--- config.mk ---
export PLATFORM = sky130hd
export DESIGN_NAME = membank_select
export DESIGN_NICKNAME = d
export VERILOG_FILES = /design/src/rtl/membank_pkg.sv /design/src/rtl/membank_ctrl.sv /design/src/rtl/membank_dp.sv /design/src/rtl/membank_select.sv
export SDC_FILE = /design/constraint.sdc
export NUM_CORES = 1
export LEC_CHECK = 0
export BUFFER_PORTS_ARGS = -buffer_cell sky130_fd_sc_hd__buf_2
export CORE_MARGIN = 2
export CORE_UTILIZATION = 60
export DETAILED_ROUTE_END_ITERATION = 16
export GPL_TIMING_DRIVEN = 0
export HOLD_SLACK_MARGIN = 0.15
export PLACE_DENSITY_LB_ADDON = 0.12
export SYNTH_ARGS = -nofsm -noshare
export SYNTH_HDL_FRONTEND = slang
export SYNTH_SLANG_ARGS = --single-unit
--- constraint.sdc ---
create_clock -name clk -period 3.83 [get_ports clk]
set_clock_uncertainty 0.05 [all_clocks]
set_input_delay 0.1915 -clock clk [delete_from_list [all_inputs] [get_ports clk]]
set_output_delay 0.1915 -clock clk [all_outputs]
set_load 0.02 [all_outputs]
--- src/rtl/membank_pkg.sv ---
package membank_pkg;
  localparam int BANKS   = 12;
  localparam int ADDR_W  = 32;
  localparam int TAG_W   = 17;
  localparam int IDX_W   = 4;
  localparam int LOW_W   = ADDR_W - TAG_W;
  localparam logic [1:0] BOOT_PS = 2'b11;
  localparam logic [2:0] BOOT_MS = 3'b000;

  typedef struct packed {
    logic [TAG_W-1:0] tag;
    logic [1:0]       ps;
    logic             wp;
    logic [2:0]       ms;
    logic             valid;
  } baseReg_t;

  typedef struct packed {
    logic [BANKS-1:0] wrBase;
    logic [BANKS-1:0] wrOpt;
    logic             bootMode;
  } bankStrobe_t;

  function automatic baseReg_t unpackBase(input logic [ADDR_W-1:0] d);
    baseReg_t b;
    b.tag   = d[31:15];
    b.ps    = d[12:11];
    b.wp    = d[8];
    b.ms    = d[7:5];
    b.valid = d[0];
    return b;
  endfunction

  function automatic logic [ADDR_W-1:0] packBase(input baseReg_t b);
    return {b.tag, 2'b00, b.ps, 2'b00, b.wp, b.ms, 4'b0000, b.valid};
  endfunction
endpackage

--- src/rtl/membank_ctrl.sv ---
module membank_ctrl
  import membank_pkg::*;
(
  input  logic             clk,
  input  logic             rstN,
  input  logic             cfgWe,
  input  logic             cfgIsOpt,
  input  logic [IDX_W-1:0] cfgBank,
  output bankStrobe_t      strobe
);
  logic baseSeen;
  logic bootMode;

  for (genvar i = 0; i < BANKS; i++) begin : g_dec
    assign strobe.wrBase[i] = cfgWe && !cfgIsOpt && (cfgBank == IDX_W'(i));
    assign strobe.wrOpt[i]  = cfgWe &&  cfgIsOpt && (cfgBank == IDX_W'(i));
  end

  always_ff @(posedge clk or negedge rstN) begin
    if (!rstN) begin
      baseSeen <= 1'b0;
      bootMode <= 1'b1;
    end else begin
      if (strobe.wrBase[0]) baseSeen <= 1'b1;
      if (strobe.wrOpt[0] && baseSeen) bootMode <= 1'b0;
    end
  end

  assign strobe.bootMode = bootMode;

  // boot mode may only end on an option write to bank 0
  a_r3_boot_exit: assert property (@(posedge clk) disable iff (!rstN)
    $fell(bootMode) |-> $past(cfgWe && cfgIsOpt && cfgBank == '0));

  // option write before any base write keeps boot mode
  a_r3_boot_hold: assert property (@(posedge clk) disable iff (!rstN)
    (bootMode && !baseSeen && !(cfgWe && !cfgIsOpt && cfgBank == '0)) |=> bootMode);
endmodule

--- src/rtl/membank_dp.sv ---
module membank_dp
  import membank_pkg::*;
(
  input  logic              clk,
  input  logic              rstN,
  input  bankStrobe_t       strobe,
  input  logic [ADDR_W-1:0] cfgData,
  input  logic              cfgIsOpt,
  input  logic [IDX_W-1:0]  cfgBank,
  output logic [ADDR_W-1:0] cfgRdData,
  input  logic              busValid,
  input  logic [ADDR_W-1:0] busAddr,
  input  logic              busWrite,
  output logic [BANKS-1:0]  csN,
  output logic [1:0]        portSize,
  output logic [2:0]        machSel,
  output logic              wpErr,
  output logic              hit
);
  baseReg_t         baseQ [BANKS];
  logic [TAG_W-1:0] maskQ [BANKS];
  logic [BANKS-1:0] match;
  logic [TAG_W-1:0] addrTag;

  assign addrTag = busAddr[ADDR_W-1:LOW_W];

  for (genvar i = 0; i < BANKS; i++) begin : g_bank
    always_ff @(posedge clk or negedge rstN) begin
      if (!rstN) begin
        baseQ[i] <= '0;
        maskQ[i] <= '0;
      end else begin
        if (strobe.wrBase[i]) baseQ[i] <= unpackBase(cfgData);
        if (strobe.wrOpt[i])  maskQ[i] <= cfgData[ADDR_W-1:LOW_W];
      end
    end
    if (i == 0) begin : g_boot
      assign match[i] = strobe.bootMode ||
        (baseQ[i].valid && (((addrTag ^ baseQ[i].tag) & maskQ[i]) == '0));
    end else begin : g_norm
      assign match[i] =
        baseQ[i].valid && (((addrTag ^ baseQ[i].tag) & maskQ[i]) == '0);
    end
  end

  // lowest-numbered matching bank wins
  logic [BANKS-1:0] winOh;
  logic [1:0]       winPs;
  logic [2:0]       winMs;
  logic             winWp;
  always_comb begin
    winOh = '0;
    winPs = '0;
    winMs = '0;
    winWp = 1'b0;
    for (int i = BANKS - 1; i >= 0; i--) begin
      if (match[i]) begin
        winOh = '0;
        winOh[i] = 1'b1;
        winPs = baseQ[i].ps;
        winMs = baseQ[i].ms;
        winWp = baseQ[i].wp;
      end
    end
    if (strobe.bootMode && match[0]) begin
      winPs = BOOT_PS;
      winMs = BOOT_MS;
      winWp = 1'b0;
    end
  end

  always_ff @(posedge clk or negedge rstN) begin
    if (!rstN) begin
      csN      <= '1;
      portSize <= '0;
      machSel  <= '0;
      wpErr    <= 1'b0;
      hit      <= 1'b0;
    end else if (busValid && (|match)) begin
      csN      <= (winWp && busWrite) ? '1 : ~winOh;
      portSize <= winPs;
      machSel  <= winMs;
      wpErr    <= winWp && busWrite;
      hit      <= 1'b1;
    end else begin
      csN      <= '1;
      portSize <= '0;
      machSel  <= '0;
      wpErr    <= 1'b0;
      hit      <= 1'b0;
    end
  end

  always_comb begin
    cfgRdData = '0;
    if (cfgBank < IDX_W'(BANKS)) begin
      if (cfgIsOpt) cfgRdData = {maskQ[cfgBank], {LOW_W{1'b0}}};
      else          cfgRdData = packBase(baseQ[cfgBank]);
    end
  end

  // never more than one select low
  a_r6_single_cs: assert property (@(posedge clk) disable iff (!rstN)
    $onehot0(~csN));

  // a protected write reports an error and drives no select
  a_r8_wp_no_cs: assert property (@(posedge clk) disable iff (!rstN)
    wpErr |-> (&csN) && hit);

  // idle cycle yields idle outputs one edge later
  a_r10_idle_out: assert property (@(posedge clk) disable iff (!rstN)
    !busValid |=> (&csN) && !hit && !wpErr);

  // boot mode access selects bank 0 on the next edge
  a_r2_boot_cs0: assert property (@(posedge clk) disable iff (!rstN)
    (strobe.bootMode && busValid) |=> !csN[0] && portSize == BOOT_PS);

  // reserved read-back positions are zero
  a_r9_rsvd_zero: assert property (@(posedge clk) disable iff (!rstN)
    cfgIsOpt ? (cfgRdData[LOW_W-1:0] == '0)
             : ((cfgRdData & 32'h0000_661E) == '0));
endmodule

--- src/rtl/membank_select.sv ---
module membank_select
  import membank_pkg::*;
(
  input  logic              clk,
  input  logic              rstN,
  input  logic              cfgWe,
  input  logic              cfgIsOpt,
  input  logic [IDX_W-1:0]  cfgBank,
  input  logic [ADDR_W-1:0] cfgData,
  output logic [ADDR_W-1:0] cfgRdData,
  input  logic              busValid,
  input  logic [ADDR_W-1:0] busAddr,
  input  logic              busWrite,
  output logic [BANKS-1:0]  csN,
  output logic [1:0]        portSize,
  output logic [2:0]        machSel,
  output logic              wpErr,
  output logic              hit
);
  bankStrobe_t strobe;

  membank_ctrl u_ctrl (
    .clk      (clk),
    .rstN     (rstN),
    .cfgWe    (cfgWe),
    .cfgIsOpt (cfgIsOpt),
    .cfgBank  (cfgBank),
    .strobe   (strobe)
  );

  membank_dp u_dp (
    .clk       (clk),
    .rstN      (rstN),
    .strobe    (strobe),
    .cfgData   (cfgData),
    .cfgIsOpt  (cfgIsOpt),
    .cfgBank   (cfgBank),
    .cfgRdData (cfgRdData),
    .busValid  (busValid),
    .busAddr   (busAddr),
    .busWrite  (busWrite),
    .csN       (csN),
    .portSize  (portSize),
    .machSel   (machSel),
    .wpErr     (wpErr),
    .hit       (hit)
  );
endmodule

==> impl_metrics.py, run 1 <==
metrics = {
    "run_status": {
        "status": "complete, no violations",
    },
    "synthesis": {
        "synthFlopType": "dfrtp_1",
        "synth_top_cell_by_area": "dfrtp_1",
        "yosysUniqueCellTypes": 64,
        "post_synth_instance_area_um2": 27000,
        "synth_top_area_frac": 0.463,
        "yosys-top-cells-area": "dfrtp_1 46%, mux2_2 20%, mux4_2 10%, xor2_1 6.5%, a22oi_1 2.3%",
        "seq_area_frac_synth": 0.476,
        "synth_edf_count": 0,
        "yosys_warnings": 0,
        "synthCells": 2029,
        "syn-mean-instance-area_um2": 13.3,
        "synthArstFlopShare": 1.00,
        "ys_ff_latch": 513,
        "synth.most_common_cell": "dfrtp_1",
        "synth_commonest_cells": "500 x dfrtp_1, 488 x mux2_2, 202 x xor2_1",
    },
    "critical_path": {
        "path_cells": "xor2_1, a22oi_1, nand4_1, nor3_2, mux2i_1, o2111ai_1, a21o_1, a2111oi_2",
        "critPathLaunchType": "flip-flop",
        "path_class": "flip-flop to flip-flop",
        "worst_setup_path_end_kind": "flip-flop",
        "critPathSlowestCell": "nor3_2",
        "r2r_end": "u_dp.machSel[1]",
        "r2r_cells": 8,
        "timing.rr.start": "u_dp.baseQ[228]",
        "worstPathMaxFanout": 10,
        "cpLargestDelayFamily": "compound AO/OA/AOI/OAI gates",
        "required_ns": 4.26,
        "reg2reg_setup_slack_ns": 0.05,
        "path_buf_inv": 0,
        "max_stage_delay_ns": 0.76,
        "worst-endpoint-arrival_ns": 4.21,
    },
    "drt": {
        "vias_per_cell": 6.88,
        "topRoutingLayerUsed": "met4",
        "first_iter_violations": 2615,
        "finalWirelength_mm": 95.1,
        "wl_met3_mm": 9.08,
        "met2_length_mm": 43.6,
        "wl_per_cell_um": 33.3,
        "ant_nets": 0,
        "first_pass_iters": 6,
        "vias": 19640,
        "drc": 0,
        "wl_met1_mm": 36.4,
    },
    "finish": {
        "final_area_um2": 30400,
        "final_nets": 2294,
        "fin_util": 0.687,
        "synthToLayoutAreaGrowth_pct": 12.6,
        "regArea_um2": 12900,
        "fillerInstances": 3246,
        "final_layout_size_suffix_gt1_frac": 0.380,
        "multi_input_area_um2": 13400,
    },
    "job": {
        "cap_viol_max_count": 0,
    },
    "place": {
        "portBuffers": 92,
        "dp_hpwl_mm": 70.8,
        "place.gp.congestion": 1.02,
        "post_dp_cell_area_um2": 28400,
        "pre_cts_ws_ns": 0.0185,
    },
    "die": {
        "die_w_um": 216,
        "die_h_um": 216,
        "num_io_pins": 125,
        "core_um2": 44300,
        "rows": 77,
        "die-area_um2": 46800,
        "start_util": 0.610,
    },
    "sta": {
        "period_share": 0.987,
        "setup_violations": 0,
        "min_period_ns": 3.78,
        "slew-limit-headroom": 0.160,
        "finalWorstSetupSlack_ns": 0.0489,
        "rsz0062_at_grt": "no",
        "worst_pin_slew_ns": 1.26,
        "hold_viol_final": 0,
        "whs_ns": 0.218,
        "maxSlewViolCount": 0,
        "clock.fmax_mhz": 264,
    },
    "clock_network": {
        "cts.sinks": 513,
        "path_clk_slew_ns": 0.06,
        "htreeDepth": 2,
        "cts_tree": "yes",
        "clkLatencyLatePin_ns": 0.62,
        "clockBufferDepth": 3,
        "post_cts_buffers": 0,
        "numCtsBuffers": 54,
        "clock-root-buffer": "clkbuf_16",
    },
    "global_route": {
        "grt_pass1_vias": 19441,
        "antenna_found_initial": 2,
        "grt.total_usage": 0.410,
        "grt_max_degree": 122,
        "grt_pass1_wl_mm": 136,
        "grt-ovfl-total": 0,
    },
    "power": {
        "p_per_area_nw_per_um2": 551,
        "leakagePower_nw": 13.7,
        "p_total_mw": 16.8,
        "vdd_drop_max_mv": 0.427,
    },
    "hold_path": {
        "min_path_type": "primary input to asynchronous set/reset pin",
    },
}
==> layout make-up <==
cell class,count,area share
multi-input cells,1342,0.440
flip-flops and latches,513,0.422
clock buffers,85,0.0528
repair buffers,128,0.0295
plain buffers,163,0.0253
well taps,592,0.0243
clock inverters,12,0.00374
inverters,18,0.00222
diodes,2,0.000164
==> through the flow <==
stage | TNS (ns) | cells
2_1_floorplan | 0 | 2036
3_3_place_gp | -4024.94 | 2720
3_5_place_dp | 0 | 2727
4_1_cts | 0 | 2853
5_1_grt | 0 | 2854
6_report | 0 | 2855
==> power by group <==
| part | internal, mW | switching, mW | total [mW] |
|---|---|---|---|
| Combinational | 1.93 | 2.16 | 4.09 |
| Clock | 3.00 | 2.21 | 5.21 |
| Sequential | 6.47 | 1.01 | 7.48 |
==> state kept, by name, summed over array words and instances, names as in the netlist <==
name             count
u_ctrl.bootMode      1
u_dp.wpErr           1
u_dp.maskQ         204
u_dp.machSel         3
u_dp.csN            12
u_dp.portSize        2
u_ctrl.baseSeen      1
u_dp.hit             1
u_dp.baseQ         288
==> worst reg2reg max path, cell delays in order (launching register included) <==
cell,delay (ns)
dfrtp_1,0.39
xor2_1,0.17
a22oi_1,0.29
nand4_1,0.24
nor3_2,0.76
mux2i_1,0.64
o2111ai_1,0.37
a21o_1,0.30
a2111oi_2,0.43
==> cell families after synthesis <==
logic type             count (synthesis)  share of synthesized area
XOR/XNOR                             204                     0.0667
buffers and inverters                181                     0.0309
flip-flops                           513                      0.476
other                                  1                   0.000139
AND/OR/NAND/NOR                      265                     0.0494
AO/OA/AOI/OAI                        211                     0.0557
multiplexers                         654                      0.322
==> worst max path at each step <==
stage | startpoint | to | slack [ns] | cells past startpoint
2_1_floorplan | u_dp.baseQ[183] | u_dp.machSel[1] | 1.38 | 9
3_5_place_dp | busAddr[23] | u_dp.machSel[1] | 0.02 | 10
6_report | u_dp.baseQ[228] | u_dp.machSel[1] | 0.05 | 8
3_3_place_gp | rstN | u_dp.baseQ[133] | -7.98 | 1
4_1_cts | cfgBank[0] | cfgRdData[5] | 0.04 | 9
5_1_grt | u_dp.baseQ[228] | u_dp.machSel[1] | 0.02 | 8
==> cell usage in the layout, fill, tap and decap left out, types with 42 or more instances in the layout <==
cell type,instances
dfrtp_1,500
mux2_2,488
xor2_1,202
clkbuf_1,131
mux4_2,123
buf_2,98
a22oi_1,84
nand2_1,82
nor2_1,65
clkbuf_16,55
a21oi_1,45
mux2i_1,43
nand4_1,42
==> routing by layer <==
metal | GRT usage | vias up
met1 | 0.548 | 10281
met4 | 0.221 | 0
li1 | - | 7912
met2 | 0.632 | 1184
met3 | 0.0891 | 263
met5 | 0 | -
==> what timing repair did <==
action                                 in CTS  in global routing
gates resized for setup                     0                  2
endpoints found under the hold margin     204                  0
setup endpoints to repair                   0                  6
hold buffers                               29                  0
Note: power is estimated with default switching activity, not from simulation.
==> run 2: changes to the inputs <==
--- a/config.mk
+++ b/config.mk
@@ -14,4 +14,5 @@
 export PLACE_DENSITY_LB_ADDON = 0.12
 export SYNTH_ARGS = -nofsm -noshare
 export SYNTH_HDL_FRONTEND = slang
+export SYNTH_HIERARCHICAL = 1
 export SYNTH_SLANG_ARGS = --single-unit
==> constraint.sdc (replaced) <==
create_clock -name clk -period 4.7 [get_ports clk]
set_clock_uncertainty 0.05 [all_clocks]
set_input_delay 0.235 -clock clk [delete_from_list [all_inputs] [get_ports clk]]
set_output_delay 0.235 -clock clk [all_outputs]
set_load 0.02 [all_outputs]
==> run 2 against run 1 <==
- largest power group unchanged
- die area is 0.80% lower
- largest cell class unchanged
- total power is 16% lower
- combinational power is 20% lower
==> impl_metrics.py, run 2 <==
metrics = {
    "drt": {
        "ant_nets": 0,
        "vias_per_cell": 6.73,
        "drc": 0,
        "finalWirelength_mm": 88.0,
        "first_iter_violations": 2452,
        "vias": 18777,
        "wl_per_cell_um": 31.5,
        "first_pass_iters": 6,
    },
    "sta": {
        "min_period_ns": 4.54,
        "worst_pin_slew_ns": 1.43,
        "slew-limit-headroom": 0.0439,
        "rsz0062_at_grt": "no",
        "fin_tns_setup_ns": 0,
        "clock.fmax_mhz": 220,
        "setup_violations": 0,
        "hold_viol_final": 0,
        "period_share": 0.967,
        "maxSlewViolCount": 0,
    },
    "critical_path": {
        "worst-endpoint-arrival_ns": 4.26,
        "critPathLaunchType": "primary input",
        "path_class": "primary input to output pin",
        "worst_setup_path_end_kind": "output pin",
        "cpLargestDelayFamily": "buffers and inverters",
        "worstPathMaxFanout": 10,
        "path_cells": "buf_2, clkbuf_1, clkbuf_1, clkbuf_1, clkbuf_1, mux4_2, mux2i_1, o22ai_1, buf_2",
        "required_ns": 4.41,
        "max_stage_delay_ns": 0.83,
        "path_buf_inv": 6,
        "cp_common_cell": "clkbuf_1",
        "critPathSlowestCell": "clkbuf_1",
    },
    "global_route": {
        "met2_usage": 0.567,
        "busiest_layer": "met2",
        "grt.total_usage": 0.384,
        "antenna_found_initial": 2,
        "grt-ovfl-total": 0,
        "grt_max_degree": 115,
        "grt_pass1_vias": 18823,
        "met3_usage": 0.0987,
        "grt_pass1_wl_mm": 128,
        "met1_usage": 0.539,
    },
    "die": {
        "num_io_pins": 125,
        "rows": 77,
        "die_w_um": 215,
        "die-area_um2": 46400,
        "die_h_um": 215,
        "start_util": 0.608,
        "core_um2": 44100,
    },
    "hold_path": {
        "min_path_type": "primary input to flip-flop",
    },
    "finish": {
        "final_cell_mix": "500 x dfrtp_1, 475 x mux2_2, 204 x xor2_1, 140 x mux4_2, 124 x clkbuf_1",
        "top_regs": "u_dp/baseQ (288), u_dp/maskQ (204), u_dp/csN (12)",
        "fin_cells": 2792,
        "synthToLayoutAreaGrowth_pct": 13.7,
        "largest_reg_flops": 288,
        "largest-register": "u_dp/baseQ",
        "final_layout_size_suffix_gt1_frac": 0.396,
        "final_common_cell": "dfrtp_1",
        "final_nets": 2227,
    },
    "clock_network": {
        "path_clk_slew_ns": 0.05,
        "cts_tree": "yes",
        "clock-root-buffer": "clkbuf_16",
        "clockBufferDepth": 3,
        "clkLatencyLatePin_ns": 0.62,
        "cts.sinks": 513,
        "htreeDepth": 2,
        "numCtsBuffers": 55,
        "post_cts_buffers": 0,
    },
    "synthesis": {
        "synth_top_area_frac": 0.467,
        "synthCells": 1958,
        "yosys-top-cells-area": "dfrtp_1 47%, mux2_2 20%, mux4_2 12%, xor2_1 6.7%, a22oi_1 2.6%",
        "yosys_warnings": 6,
        "synth_commonest_cells": "500 x dfrtp_1, 475 x mux2_2, 204 x xor2_1",
        "seq_area_frac_synth": 0.479,
        "yosysUniqueCellTypes": 63,
        "synth_top_cell_by_area": "dfrtp_1",
        "synthFlopType": "dfrtp_1",
        "synth.most_common_cell": "dfrtp_1",
        "synth_edf_count": 0,
        "synthArstFlopShare": 1.00,
        "syn-mean-instance-area_um2": 13.7,
        "ys_ff_latch": 513,
        "post_synth_instance_area_um2": 26800,
    },
    "power": {
        "p_per_area_nw_per_um2": 463,
        "leakagePower_nw": 13.4,
        "vdd_drop_max_mv": 0.290,
    },
    "place": {
        "portBuffers": 93,
        "dp.cells": 2654,
        "dp_hpwl_mm": 63.6,
        "place.gp.congestion": 0.974,
    },
    "run_status": {
        "status": "complete, no violations",
    },
    "job": {
        "cap_viol_max_count": 0,
    },
}
## run 2: cell types whose count changed in the layout (fill, tap and decap cells not counted), moves of 15 or more
cell,change
a21oi_1,-28
nand2_1,-27
inv_1,+24
nor2_1,-19
mux2i_1,-18
mux4_2,+17
o22ai_1,+17
a211oi_1,-16
nand4_1,-15
## run 2: cell families (layout without fill, tap and decap cells)
family / count (synthesis) / count (layout) / share of synthesized area
flops: 513 / 513 / 0.479
mux: 640 / 640 / 0.326
other cells: 1 / 9 / 0.000140
simple gates: 183 / 183 / 0.0368
compound gates: 200 / 200 / 0.0552
buf+inv: 217 / 451 / 0.0353
xor+xnor: 204 / 204 / 0.0666
## run 2: repair_timing
action	4_1_cts	5_1_grt
hold buffers	34	0
gates resized for setup	0	0
endpoints found under the hold margin	246	0
## run 2: metal layers
metal,routed length (um),part of all wire,up-vias
li1,-,-,7606
met3,9280,0.11,214
met2,39100,0.44,1160
met4,4480,0.051,2
met5,11,0.00013,-
met1,35100,0.40,9795
## run 2: tightest hold or removal path, cell delays in order
cell and delay [ns]:
buf_2 0.12, xor2_1 0.17, a22oi_1 0.08, nand2_1 0.08, nor3_2 0.10, nand4_1 0.12
## run 2: worst paths after layout
| check | from | slack, ns | to | depth (start not counted) |
|---|---|---|---|---|
| hold / removal | busAddr[24] | 0.29 | u_dp/csN[8] | 6 |
| setup / recovery | cfgBank[1] | 0.16 | cfgRdData[22] | 9 |
| setup reg to reg | u_dp/baseQ[17] | 0.99 | u_dp/machSel[1] | 9 |
| hold reg to reg | u_ctrl/bootMode | 0.42 | u_ctrl/bootMode | 1 |
| min in group asynchronous | rstN | 0.68 | u_dp/hit | 3 |
| max in group asynchronous | rstN | 2.40 | u_dp/baseQ[232] | 5 |
## run 2: per-stage QoR
stage                     setup slack (ns)  cell area, um2  utilization  power (mW)  hold slack (ns)
after floorplan                       1.91           26800            -        8.04           -0.111
after global placement               -7.05           28000        0.636        9.18            0.396
after detailed placement             0.360           28200        0.638        9.30            0.190
after CTS                            0.351           30500        0.691        14.0            0.258
after global routing                 0.221           30500        0.691        14.6            0.324
final                                0.156           30500        0.691        14.1            0.294
## run 2: where the power goes
part | switching (mW) | total [mW] | internal, mW
sequential | 0.821 | 6.09 | 5.27
combinational | 1.68 | 3.29 | 1.61
clock | 1.87 | 4.72 | 2.85
total | 4.37 | 14.1 | 9.73
## run 2: layout make-up
type | instances | area [um2]
multi-input combinational | 1235 | 13000
buffer | 175 | 788
clock inverter | 26 | 338
tap | 592 | 741
antenna | 1 | 2.50
clock buffer | 77 | 1630
inverter | 42 | 158
sequential | 513 | 12900
fill | 3242 | 13600
timing repair buffer | 131 | 926
